## config.mk

```make
export PLATFORM = sky130hd
export DESIGN_NAME = uart_baud_gen
export DESIGN_NICKNAME = d
export VERILOG_FILES = /design/src/rtl/uart_baud_pkg.sv /design/src/rtl/uart_rst_sync.sv /design/src/rtl/uart_div_regs.sv /design/src/rtl/uart_tick_div.sv /design/src/rtl/uart_baud_sub.sv /design/src/rtl/uart_baud_gen.sv
export SDC_FILE = /design/constraint.sdc
export NUM_CORES = 1
export LEC_CHECK = 0
export BUFFER_PORTS_ARGS = -buffer_cell sky130_fd_sc_hd__buf_2
export CAP_MARGIN = 15
export CORE_UTILIZATION = 65
export CTS_CLUSTER_DIAMETER = 40
export DETAILED_ROUTE_END_ITERATION = 12
export PLACE_DENSITY_LB_ADDON = 0.08
export SYNTH_ARGS = -nofsm -noshare
export SYNTH_HDL_FRONTEND = slang
export SYNTH_HIERARCHICAL = 1
export SYNTH_SLANG_ARGS = --single-unit
```

## constraint.sdc

```tcl
create_clock -name clk -period 3 [get_ports clk]
set_clock_uncertainty 0.15 [all_clocks]
set_input_delay 0.45 -clock clk [delete_from_list [all_inputs] [get_ports clk]]
set_output_delay 0.45 -clock clk [all_outputs]
set_load 0.005 [all_outputs]
```

## src/rtl/uart_baud_pkg.sv

```systemverilog
package uart_baud_pkg;

  localparam int unsigned BYTE_W       = 8;
  localparam int unsigned DEF_BYTES    = 2;
  localparam int unsigned DEF_ADDR_W   = 3;
  localparam int unsigned DEF_CTRL_ADR = 3;
  localparam int unsigned DEF_ACC_BIT  = 7;
  localparam int unsigned DEF_FALLBACK = 32;
  localparam int unsigned DEF_SUB_W    = 4;

  typedef enum logic [1:0] {
    SEL_NONE = 2'd0,
    SEL_DIV  = 2'd1,
    SEL_CTRL = 2'd2
  } reg_sel_e;

endpackage

```

## src/rtl/uart_rst_sync.sv

```systemverilog
module uart_rst_sync (
  input  logic clk,
  input  logic rst_n,
  output logic rst_n_sync
);

  logic [1:0] sync_q;
  logic [1:0] sync_d;

  always_comb begin
    sync_d = {sync_q[0], 1'b1};
  end

  always_ff @(posedge clk or negedge rst_n) begin
    if (!rst_n) begin
      sync_q <= 2'b00;
    end else begin
      sync_q <= sync_d;
    end
  end

  assign rst_n_sync = sync_q[1];

endmodule

```

## src/rtl/uart_div_regs.sv

```systemverilog
module uart_div_regs
  import uart_baud_pkg::*;
#(
  parameter int unsigned DATA_W    = BYTE_W,
  parameter int unsigned DIV_BYTES = DEF_BYTES,
  parameter int unsigned ADDR_W    = DEF_ADDR_W,
  parameter int unsigned CTRL_ADR  = DEF_CTRL_ADR,
  parameter int unsigned ACC_BIT   = DEF_ACC_BIT,
  localparam int unsigned DIV_W    = DATA_W * DIV_BYTES
) (
  input  logic              clk,
  input  logic              rst_n,
  input  logic [ADDR_W-1:0] addr,
  input  logic              we,
  input  logic [DATA_W-1:0] wdata,
  output logic [DATA_W-1:0] rdata,
  output logic [DIV_W-1:0]  div_next,
  output logic              div_load
);

  logic                 acc_q, acc_d, ctrl_en;
  logic [DIV_W-1:0]     div_q, div_d;
  logic [DIV_BYTES-1:0] byte_hit;
  reg_sel_e             sel;

  always_comb begin
    sel = SEL_NONE;
    if (addr == ADDR_W'(CTRL_ADR)) begin
      sel = SEL_CTRL;
    end else if (acc_q && (addr < ADDR_W'(DIV_BYTES))) begin
      sel = SEL_DIV;
    end
  end

  for (genvar gi = 0; gi < DIV_BYTES; gi++) begin : g_byte
    assign byte_hit[gi] = we && (sel == SEL_DIV) && (addr == ADDR_W'(gi));
    assign div_d[gi*DATA_W +: DATA_W] = byte_hit[gi] ? wdata
                                                     : div_q[gi*DATA_W +: DATA_W];
  end

  assign div_load = |byte_hit;
  assign div_next = div_d;
  assign ctrl_en  = we && (sel == SEL_CTRL);
  assign acc_d    = wdata[ACC_BIT];

  always_ff @(posedge clk or negedge rst_n) begin
    if (!rst_n) begin
      div_q <= '0;
      acc_q <= 1'b0;
    end else begin
      if (div_load) div_q <= div_d;
      if (ctrl_en)  acc_q <= acc_d;
    end
  end

  always_comb begin
    rdata = '0;
    case (sel)
      SEL_CTRL: rdata[ACC_BIT] = acc_q;
      SEL_DIV: begin
        for (int i = 0; i < int'(DIV_BYTES); i++) begin
          if (addr == ADDR_W'(i)) rdata = div_q[i*DATA_W +: DATA_W];
        end
      end
      default: rdata = '0;
    endcase
  end

  AST_LOCKED_HOLD: assert property (@(posedge clk) disable iff (!rst_n)
    (!acc_q && we && (addr < ADDR_W'(DIV_BYTES))) |=> $stable(div_q));
  AST_LOCKED_READ: assert property (@(posedge clk) disable iff (!rst_n)
    (!acc_q && (addr < ADDR_W'(DIV_BYTES))) |-> (rdata == '0));
  AST_CTRL_SPARE_ZERO: assert property (@(posedge clk) disable iff (!rst_n)
    (addr == ADDR_W'(CTRL_ADR)) |-> ($countones(rdata) <= 1));

endmodule

```

## src/rtl/uart_tick_div.sv

```systemverilog
module uart_tick_div #(
  parameter int unsigned DIV_W    = 16,
  parameter int unsigned FALLBACK = 32
) (
  input  logic             clk,
  input  logic             rst_n,
  input  logic             load,
  input  logic [DIV_W-1:0] load_div,
  input  logic [DIV_W-1:0] cur_div,
  output logic             tick16
);

  localparam logic [DIV_W-1:0] FALL_V = DIV_W'(FALLBACK);
  localparam logic [DIV_W-1:0] ONE_V  = DIV_W'(1);

  function automatic logic [DIV_W-1:0] eff_div(input logic [DIV_W-1:0] raw);
    return (raw <= ONE_V) ? FALL_V : raw;
  endfunction

  logic [DIV_W-1:0] cnt_q, cnt_d;
  logic             at_end;

  assign at_end = (cnt_q == ONE_V);

  always_comb begin
    if (load) begin
      cnt_d = eff_div(load_div);
    end else if (at_end) begin
      cnt_d = eff_div(cur_div);
    end else begin
      cnt_d = cnt_q - ONE_V;
    end
  end

  always_ff @(posedge clk or negedge rst_n) begin
    if (!rst_n) begin
      cnt_q <= FALL_V;
    end else begin
      cnt_q <= cnt_d;
    end
  end

  assign tick16 = at_end;

  AST_TICK_ONE_CYCLE: assert property (@(posedge clk) disable iff (!rst_n)
    tick16 |=> !tick16);
  AST_COUNT_DOWN: assert property (@(posedge clk) disable iff (!rst_n)
    (!load && (cnt_q > ONE_V)) |=> (cnt_q == $past(cnt_q) - ONE_V));
  AST_RELOAD_FLOOR: assert property (@(posedge clk) disable iff (!rst_n)
    (load || at_end) |=> (cnt_q >= DIV_W'(2)));
  AST_CNT_NONZERO: assert property (@(posedge clk) disable iff (!rst_n)
    cnt_q != '0);

endmodule

```

## src/rtl/uart_baud_sub.sv

```systemverilog
module uart_baud_sub #(
  parameter int unsigned SUB_W = 4
) (
  input  logic clk,
  input  logic rst_n,
  input  logic clear,
  input  logic tick16,
  output logic tick_baud
);

  logic [SUB_W-1:0] sub_q, sub_d;
  logic             sub_en;

  assign sub_en = clear || tick16;

  always_comb begin
    sub_d = clear ? '0 : sub_q + SUB_W'(1);
  end

  always_ff @(posedge clk or negedge rst_n) begin
    if (!rst_n) begin
      sub_q <= '0;
    end else if (sub_en) begin
      sub_q <= sub_d;
    end
  end

  assign tick_baud = tick16 && (&sub_q);

  AST_SUB_CLEAR: assert property (@(posedge clk) disable iff (!rst_n)
    clear |=> (sub_q == '0));
  AST_SUB_IDLE: assert property (@(posedge clk) disable iff (!rst_n)
    (!clear && !tick16) |=> $stable(sub_q));

endmodule

```

## src/rtl/uart_baud_gen.sv

```systemverilog
module uart_baud_gen
  import uart_baud_pkg::*;
#(
  parameter int unsigned DIV_BYTES = DEF_BYTES,
  parameter int unsigned ADDR_W    = DEF_ADDR_W,
  parameter int unsigned CTRL_ADR  = DEF_CTRL_ADR,
  parameter int unsigned ACC_BIT   = DEF_ACC_BIT,
  parameter int unsigned FALLBACK  = DEF_FALLBACK,
  parameter int unsigned SUB_W     = DEF_SUB_W,
  localparam int unsigned DIV_W    = BYTE_W * DIV_BYTES
) (
  input  logic              clk,
  input  logic              rst_n,
  input  logic [ADDR_W-1:0] reg_addr,
  input  logic              reg_we,
  input  logic [BYTE_W-1:0] reg_wdata,
  output logic [BYTE_W-1:0] reg_rdata,
  output logic              tick16_o,
  output logic              tick_baud_o
);

  logic             rst_n_int;
  logic [DIV_W-1:0] div_next;
  logic             div_load;
  logic [DIV_W-1:0] div_cur_q;

  uart_rst_sync i_rst_sync (
    .clk        (clk),
    .rst_n      (rst_n),
    .rst_n_sync (rst_n_int)
  );

  uart_div_regs #(
    .DATA_W    (BYTE_W),
    .DIV_BYTES (DIV_BYTES),
    .ADDR_W    (ADDR_W),
    .CTRL_ADR  (CTRL_ADR),
    .ACC_BIT   (ACC_BIT)
  ) i_regs (
    .clk      (clk),
    .rst_n    (rst_n_int),
    .addr     (reg_addr),
    .we       (reg_we),
    .wdata    (reg_wdata),
    .rdata    (reg_rdata),
    .div_next (div_next),
    .div_load (div_load)
  );

  always_ff @(posedge clk or negedge rst_n_int) begin
    if (!rst_n_int) begin
      div_cur_q <= '0;
    end else if (div_load) begin
      div_cur_q <= div_next;
    end
  end

  uart_tick_div #(
    .DIV_W    (DIV_W),
    .FALLBACK (FALLBACK)
  ) i_tick_div (
    .clk      (clk),
    .rst_n    (rst_n_int),
    .load     (div_load),
    .load_div (div_next),
    .cur_div  (div_cur_q),
    .tick16   (tick16_o)
  );

  uart_baud_sub #(
    .SUB_W (SUB_W)
  ) i_baud_sub (
    .clk       (clk),
    .rst_n     (rst_n_int),
    .clear     (div_load),
    .tick16    (tick16_o),
    .tick_baud (tick_baud_o)
  );

  AST_BAUD_NEEDS_TICK: assert property (@(posedge clk) disable iff (!rst_n_int)
    tick_baud_o |-> tick16_o);

endmodule

```

**Word level (Yosys, flattened, before mapping)**

Cells that the tools add are included.

- Output and inout port bits: 10
- Input bits: 14
- Flip-flop bits (word level): 39
- Logic and storage cells: 38

- Reductions and logical operators: 10
- Equal/unequal tests: 5
- Add/subtract/negate cells: 2
- Multiplexer cells: 13
- Magnitude comparators: 3

Operators by type and width:

| cell | count |
|---|---|
| two-way mux 16 bit | 4 |
| <= comparator 16 x 1 -> 1 bit (second input constant) | 2 |
| two-way mux 8 bit | 4 |
| equality test 16 x 1 -> 1 bit (second input constant) | 1 |
| subtractor 16 x 1 -> 16 bit (second input constant) | 1 |
| two-way mux 7 bit | 1 |
| logical AND 1 bit | 6 |
| adder 4 x 1 -> 4 bit (second input constant) | 1 |
| two-way mux 4 bit | 1 |
| AND reduction 4 bit | 1 |
| equality test 3 x 1 -> 1 bit (second input constant) | 1 |
| equality test 3 x 2 -> 1 bit (second input constant) | 1 |
| zero test 3 bit | 1 |
| less-than comparator 3 x 2 -> 1 bit (second input constant) | 1 |
| equality test 2 x 1 -> 1 bit (second input constant) | 1 |
| equality test 2 bit (second input constant) | 1 |
| two-way mux 2 bit | 1 |
| one-hot mux 1 bit (2 select lines) | 1 |
| OR reduction 2 bit | 1 |
| logical OR 1 bit | 1 |
| two-way mux 1 bit | 1 |

**Longest topological paths before layout**

- Word-level depth: 11
- Depth in mapped cells: 10
- Depth with buffers taken out: 8

**By module**

Netlist, hierarchy kept.

Modules (own cells, without submodules):

| module | area each (sq um) | seq. area each (sq um) | instances | cells each |
|---|---|---|---|---|
| uart_tick_div | 1154.9 | 401.6 | 1 | 137 |
| uart_div_regs | 1068.5 | 425.4 | 1 | 79 |
| uart_baud_gen | 649.4 | 400.4 | 1 | 34 |
| uart_baud_sub | 227.7 | 100.1 | 1 | 18 |
| uart_rst_sync | 53.8 | 50.0 | 1 | 3 |

**Worst setup path after synthesis**

Ideal clock, no wire load.

- Path kind: input-to-reg
- From: in reg_addr[1]
- To: reg i_tick_div.cnt_q[0]
- Arrival time: 2.364 ns
- Path slack: 0.360 ns
- Cell stages on the path: 8
- Buffers on the path: 1
- Data required time: 2.724 ns
- Setup time: 0.126 ns
- Cell sequence: nand3b_4 -> nor3b_2 -> buf_6 -> mux2_2 -> nor4_1 -> nand4_1 -> and3_1 -> a221o_1

- Longest elaborated chain between the ends: 11
- Elaborated cells between the ends (all ways): 17
- Classes of those cells: 2 x order compare; 3 x eq/ne; 6 x mux; 6 x reduce/logical

Ends and longest elaborated chain:

| element | line | RTL |
|---|---|---|
| from (decl) | uart_baud_gen.sv:14 | `input logic [ADDR_W-1:0] reg_addr,` |
| less-than comparator 3 x 2 -> 1 bit | uart_div_regs.sv:30 | `end else if (acc_q && (addr < ADDR_W'(DIV_BYTES))) begin` |
| logical AND 1 bit | uart_div_regs.sv:30 |  |
| two-way mux 1 bit | uart_div_regs.sv:30 |  |
| two-way mux 2 bit | uart_div_regs.sv:28 | `if (addr == ADDR_W'(CTRL_ADR)) begin` |
| equality test 2 x 1 -> 1 bit | uart_div_regs.sv:36 | `assign byte_hit[gi] = we && (sel == SEL_DIV) && (addr == ADDR_W'(gi));` |
| logical AND 1 bit | uart_div_regs.sv:36 |  |
| logical AND 1 bit * | uart_div_regs.sv:36 |  |
| two-way mux 8 bit * | uart_div_regs.sv:37 | `assign div_d[gi*DATA_W +: DATA_W] = byte_hit[gi] ? wdata` |
| via div_next[12] | uart_baud_gen.sv:23 | `logic [DIV_W-1:0] div_next;` |
| <= comparator 16 x 1 -> 1 bit * | uart_tick_div.sv:17 | `return (raw <= ONE_V) ? FALL_V : raw;` |
| two-way mux 16 bit * | uart_tick_div.sv:17 |  |
| two-way mux 16 bit * | uart_tick_div.sv:26 | `if (load) begin` |
| via i_tick_div.cnt_d[0] | uart_tick_div.sv:20 | `logic [DIV_W-1:0] cnt_q, cnt_d;` |
| to (signal assigned) | uart_tick_div.sv:39 | `cnt_q <= cnt_d;` |
| to (decl) | uart_tick_div.sv:20 |  |

The timed path passes the listed nets; every way through them passes the cells marked *.
A chain may end at the register's enable or synchronous reset.

**Worst setup path in the final report**

- From: reg i_tick_div.cnt_q[4]
- To: out tick_baud_o

- Longest elaborated chain between the ends: 2

Ends and longest elaborated chain:

| element | line | RTL |
|---|---|---|
| equality test 16 x 1 -> 1 bit | uart_tick_div.sv:23 | `assign at_end = (cnt_q == ONE_V);` |
| logical AND 1 bit | uart_baud_sub.sv:28 | `assign tick_baud = tick16 && (&sub_q);` |
| to (decl) | uart_baud_gen.sv:19 | `output logic tick_baud_o` |

No other way between the ends.

==> results.json <==
{
  "ys_top_cells_by_area": "dfrtp_1 (43%), mux2_2 (10%), mux2_4 (10%)",
  "tns_ps": 0,
  "port-buffer-count": 23,
  "maxCapViolCount": 0,
  "synthTopCellsByCount": "dfrtp_1 (54), mux2_2 (29), mux2_4 (21), o21ai_0 (21)",
  "root_buffer": "clkbuf_8",
  "rsz0062_at_grt": "no",
  "place_ws_ps": 243,
  "die_w_um": 71.7,
  "cts_max_level": 2,
  "critPathLaunchType": "register",
  "synth.distinct_cells": 51,
  "cts_tree": "built",
  "first_iter_violations": 129,
  "diodes": 0,
  "grt_antenna_before_repair": 0,
  "regArea_um2": 1380,
  "p_leak_nw": 1.59,
  "setup_ws_ps": 271,
  "synth_warnings": 6,
  "multi_input_area_um2": 1650,
  "rows": 24,
  "crit_buf_inv": 2,
  "ant_nets": 0,
  "criticalPathCategory": "reg -> out",
  "detail_route.wirelength_mm": 6.36,
  "required_ps": 2400,
  "drive_gt1_share_pct": 34.9,
  "ys.flop_type": "dfrtp_1",
  "io-pin-count": 24,
  "drv_slew": 0,
  "yosysTopAreaCell": "dfrtp_1",
  "avgViaCountPerCell": 6.30,
  "cts_made_buffers": 5,
  "wl_per_cell_um": 18.2,
  "cts.clk_slew.worst_paths_ps": 90,
  "cts.sinks": 55,
  "dr.pass1.iters": 4,
  "yosys.area.top_type_share_pct": 42.8,
  "grt_first_pass_wirelength_mm": 10.9,
  "grt_usage_pct": 27.7,
  "async_flop_share_pct": 100,
  "relSlewSlack_pct": 61.6,
  "synth-edff-count": 0,
  "ir_drop_mv": 0.391,
  "nets": 314,
  "cts_buffer_depth": 2,
  "syn_area_per_cell_um2": 11.6,
  "yosysMostFrequentCell": "dfrtp_1",
  "timing.final.crit_period_ps": 2730,
  "synth_nets": 288,
  "max_freq_ghz": 0.366,
  "grt_pass1_vias": 2237,
  "vias": 2204,
  "yosysSeqAreaShare_pct": 43.7,
  "setup_viol": 0,
  "cp_max_fo": 8,
  "powerDensity_nw_per_um2": 837,
  "grt_start_max_net_pins": 54,
  "drcViolationCount": 0,
  "gp_congestion": 0.886,
  "syn-instance-count": 271,
  "clkLatencyLatePin_ps": 310,
  "post-route-period-util_pct": 91.0,
  "hold_path.class": "reg -> async",
  "slowest_delay_ps": 480,
  "grt_overflow": 0,
  "hold_viol": 0,
  "die_h_um": 71.7,
  "worst_pin_slew_ps": 572,
  "synth_seq_cells": 55,
  "crit_arrival_ps": 2130,
  "dieArea_um2": 5140,
  "syn_area_um2": 3150,
  "dp_hpwl_mm": 4.66,
  "endpoint_kind": "output pin",
  "core-area_um2": 4500,
  "outcome": "complete, no violations",
  "fillers": 300,
  "postCtsSetupRepairBufs": 0,
  "critPathTopFamily": "simple AND/OR/NAND/NOR gates",
  "syn_to_final_growth_pct": 9.08,
  "cp_cell_sequence": "nor4_2 -> and3_1 -> nand2b_1 -> inv_2 -> and4_1 -> buf_2",
  "cpMaxStageDelayCell": "nor4_2",
  "start_util_pct": 70.0
}
==> flip-flops by register name, indices dropped and copies added, names as in the netlist <==
register,cells
i_rst_sync/sync_q,2
div_cur_q,16
i_regs/acc_q,1
i_tick_div/cnt_q,16
i_baud_sub/sub_q,4
i_regs/div_q,16
==> worst reg2reg max path: cells and delay by family, from the launching register on <==
kind	cells	cell delay, ps
AND/OR/NAND/NOR	5	1120
AO/OA/AOI/OAI	1	260
multiplexers	1	340
flip-flops	1	410
buffers and inverters	1	220
==> cell families after synthesis <==
group                    count (synthesis)  synth area share, %
multiplexers                            63                 24.5
AND/OR/NAND/NOR                         81                 15.4
other                                    1                0.119
buffers and inverters                   18                 4.24
XOR/XNOR                                11                 3.29
AO/OA/AOI/OAI                           39                 7.66
adder cells (fa/ha/maj)                  3                 1.19
flip-flops                              55                 43.7
==> report_power, final <==
part | switching [mW] | total (mW) | internal, mW
Sequential | 0.311 | 1.35 | 1.04
Combinational | 0.432 | 0.967 | 0.535
Clock | 0.232 | 0.565 | 0.333
==> layer usage <==
| layer | track usage [%] | share of wire (%) |
|---|---|---|
| met5 | 0 | 0 |
| met4 | 9.59 | 2.2 |
| met3 | 4.50 | 3.1 |
| met2 | 46.3 | 50 |
| met1 | 36.9 | 45 |
==> final timing paths <==
kind / from / to / slack [ps] / cells after the start
max in group asynchronous: i_rst_sync/sync_q[1]$_DFF_PN0_ / i_tick_div/cnt_q[5]$_DFF_PN1_ / 2000 / 1
setup / recovery: i_tick_div/cnt_q[4]$_DFF_PN0_ / tick_baud_o / 270 / 6
min in group clk: i_rst_sync/sync_q[0]$_DFF_PN0_ / i_rst_sync/sync_q[1]$_DFF_PN0_ / 210 / 0
setup reg to reg: i_regs/acc_q$_DFFE_PN0P_ / i_tick_div/cnt_q[0]$_DFF_PN0_ / 400 / 8
hold / removal: i_rst_sync/sync_q[1]$_DFF_PN0_ / div_cur_q[12]$_DFFE_PN0P_ / 60 / 0
hold reg to reg: i_rst_sync/sync_q[1]$_DFF_PN0_ / div_cur_q[12]$_DFFE_PN0P_ / 60 / 0
==> cell type report <==
class / instances / area share (%)
Inverter: 5 / 0.545
Clock inverter: 2 / 1.75
Timing Repair Buffer: 32 / 5.75
Tap cell: 52 / 1.89
Sequential cell: 55 / 40.1
Multi-Input combinational cell: 198 / 47.9
Clock buffer: 6 / 2.11
==> per-stage QoR <==
stage / util, % / hold slack [ps] / area, um^2 / instances / total power, mW
floorplan: - / 4.41 / 3150 / 271 / 2.04
global placement: 73.2 / 50.9 / 3300 / 341 / 2.26
detailed placement: 73.2 / 66.5 / 3300 / 341 / 2.32
CTS: 76.4 / 72.1 / 3440 / 350 / 2.89
global route: 76.4 / 99.5 / 3440 / 350 / 3.07
finish: 76.4 / 59.2 / 3440 / 350 / 2.88
==> repair_timing <==
action / 4_1_cts / 5_1_grt
hold buffers: 1 / 0
resized for setup: 0 / 0
hold endpoints to repair: 2 / 0
==> cells in the final DEF, fill, tap and decap left out, types with 2 or more instances in the layout <==
cell / synthesis / final
bufinv_16: 0 / 2
inv_1: 4 / 4
mux2i_1: 13 / 13
o41ai_1: 2 / 2
nand2_1: 17 / 17
nand3b_1: 3 / 3
o21ai_0: 21 / 21
mux2_4: 21 / 21
a21oi_1: 5 / 5
nor2_1: 17 / 17
or4_1: 2 / 2
nand3_1: 4 / 4
xnor2_1: 10 / 10
dfrtp_1: 54 / 53
buf_4: 0 / 7
and3_1: 2 / 2
nor3b_2: 2 / 3
nor4_1: 6 / 6
buf_2: 3 / 23
a221oi_1: 2 / 2
clkbuf_8: 0 / 5
or3_1: 2 / 2
ha_1: 3 / 3
and4_1: 2 / 2
nor3_1: 10 / 10
nand2b_1: 2 / 2
o21ai_1: 2 / 2
mux2_2: 29 / 29
Power figures use the tool's default switching activity.
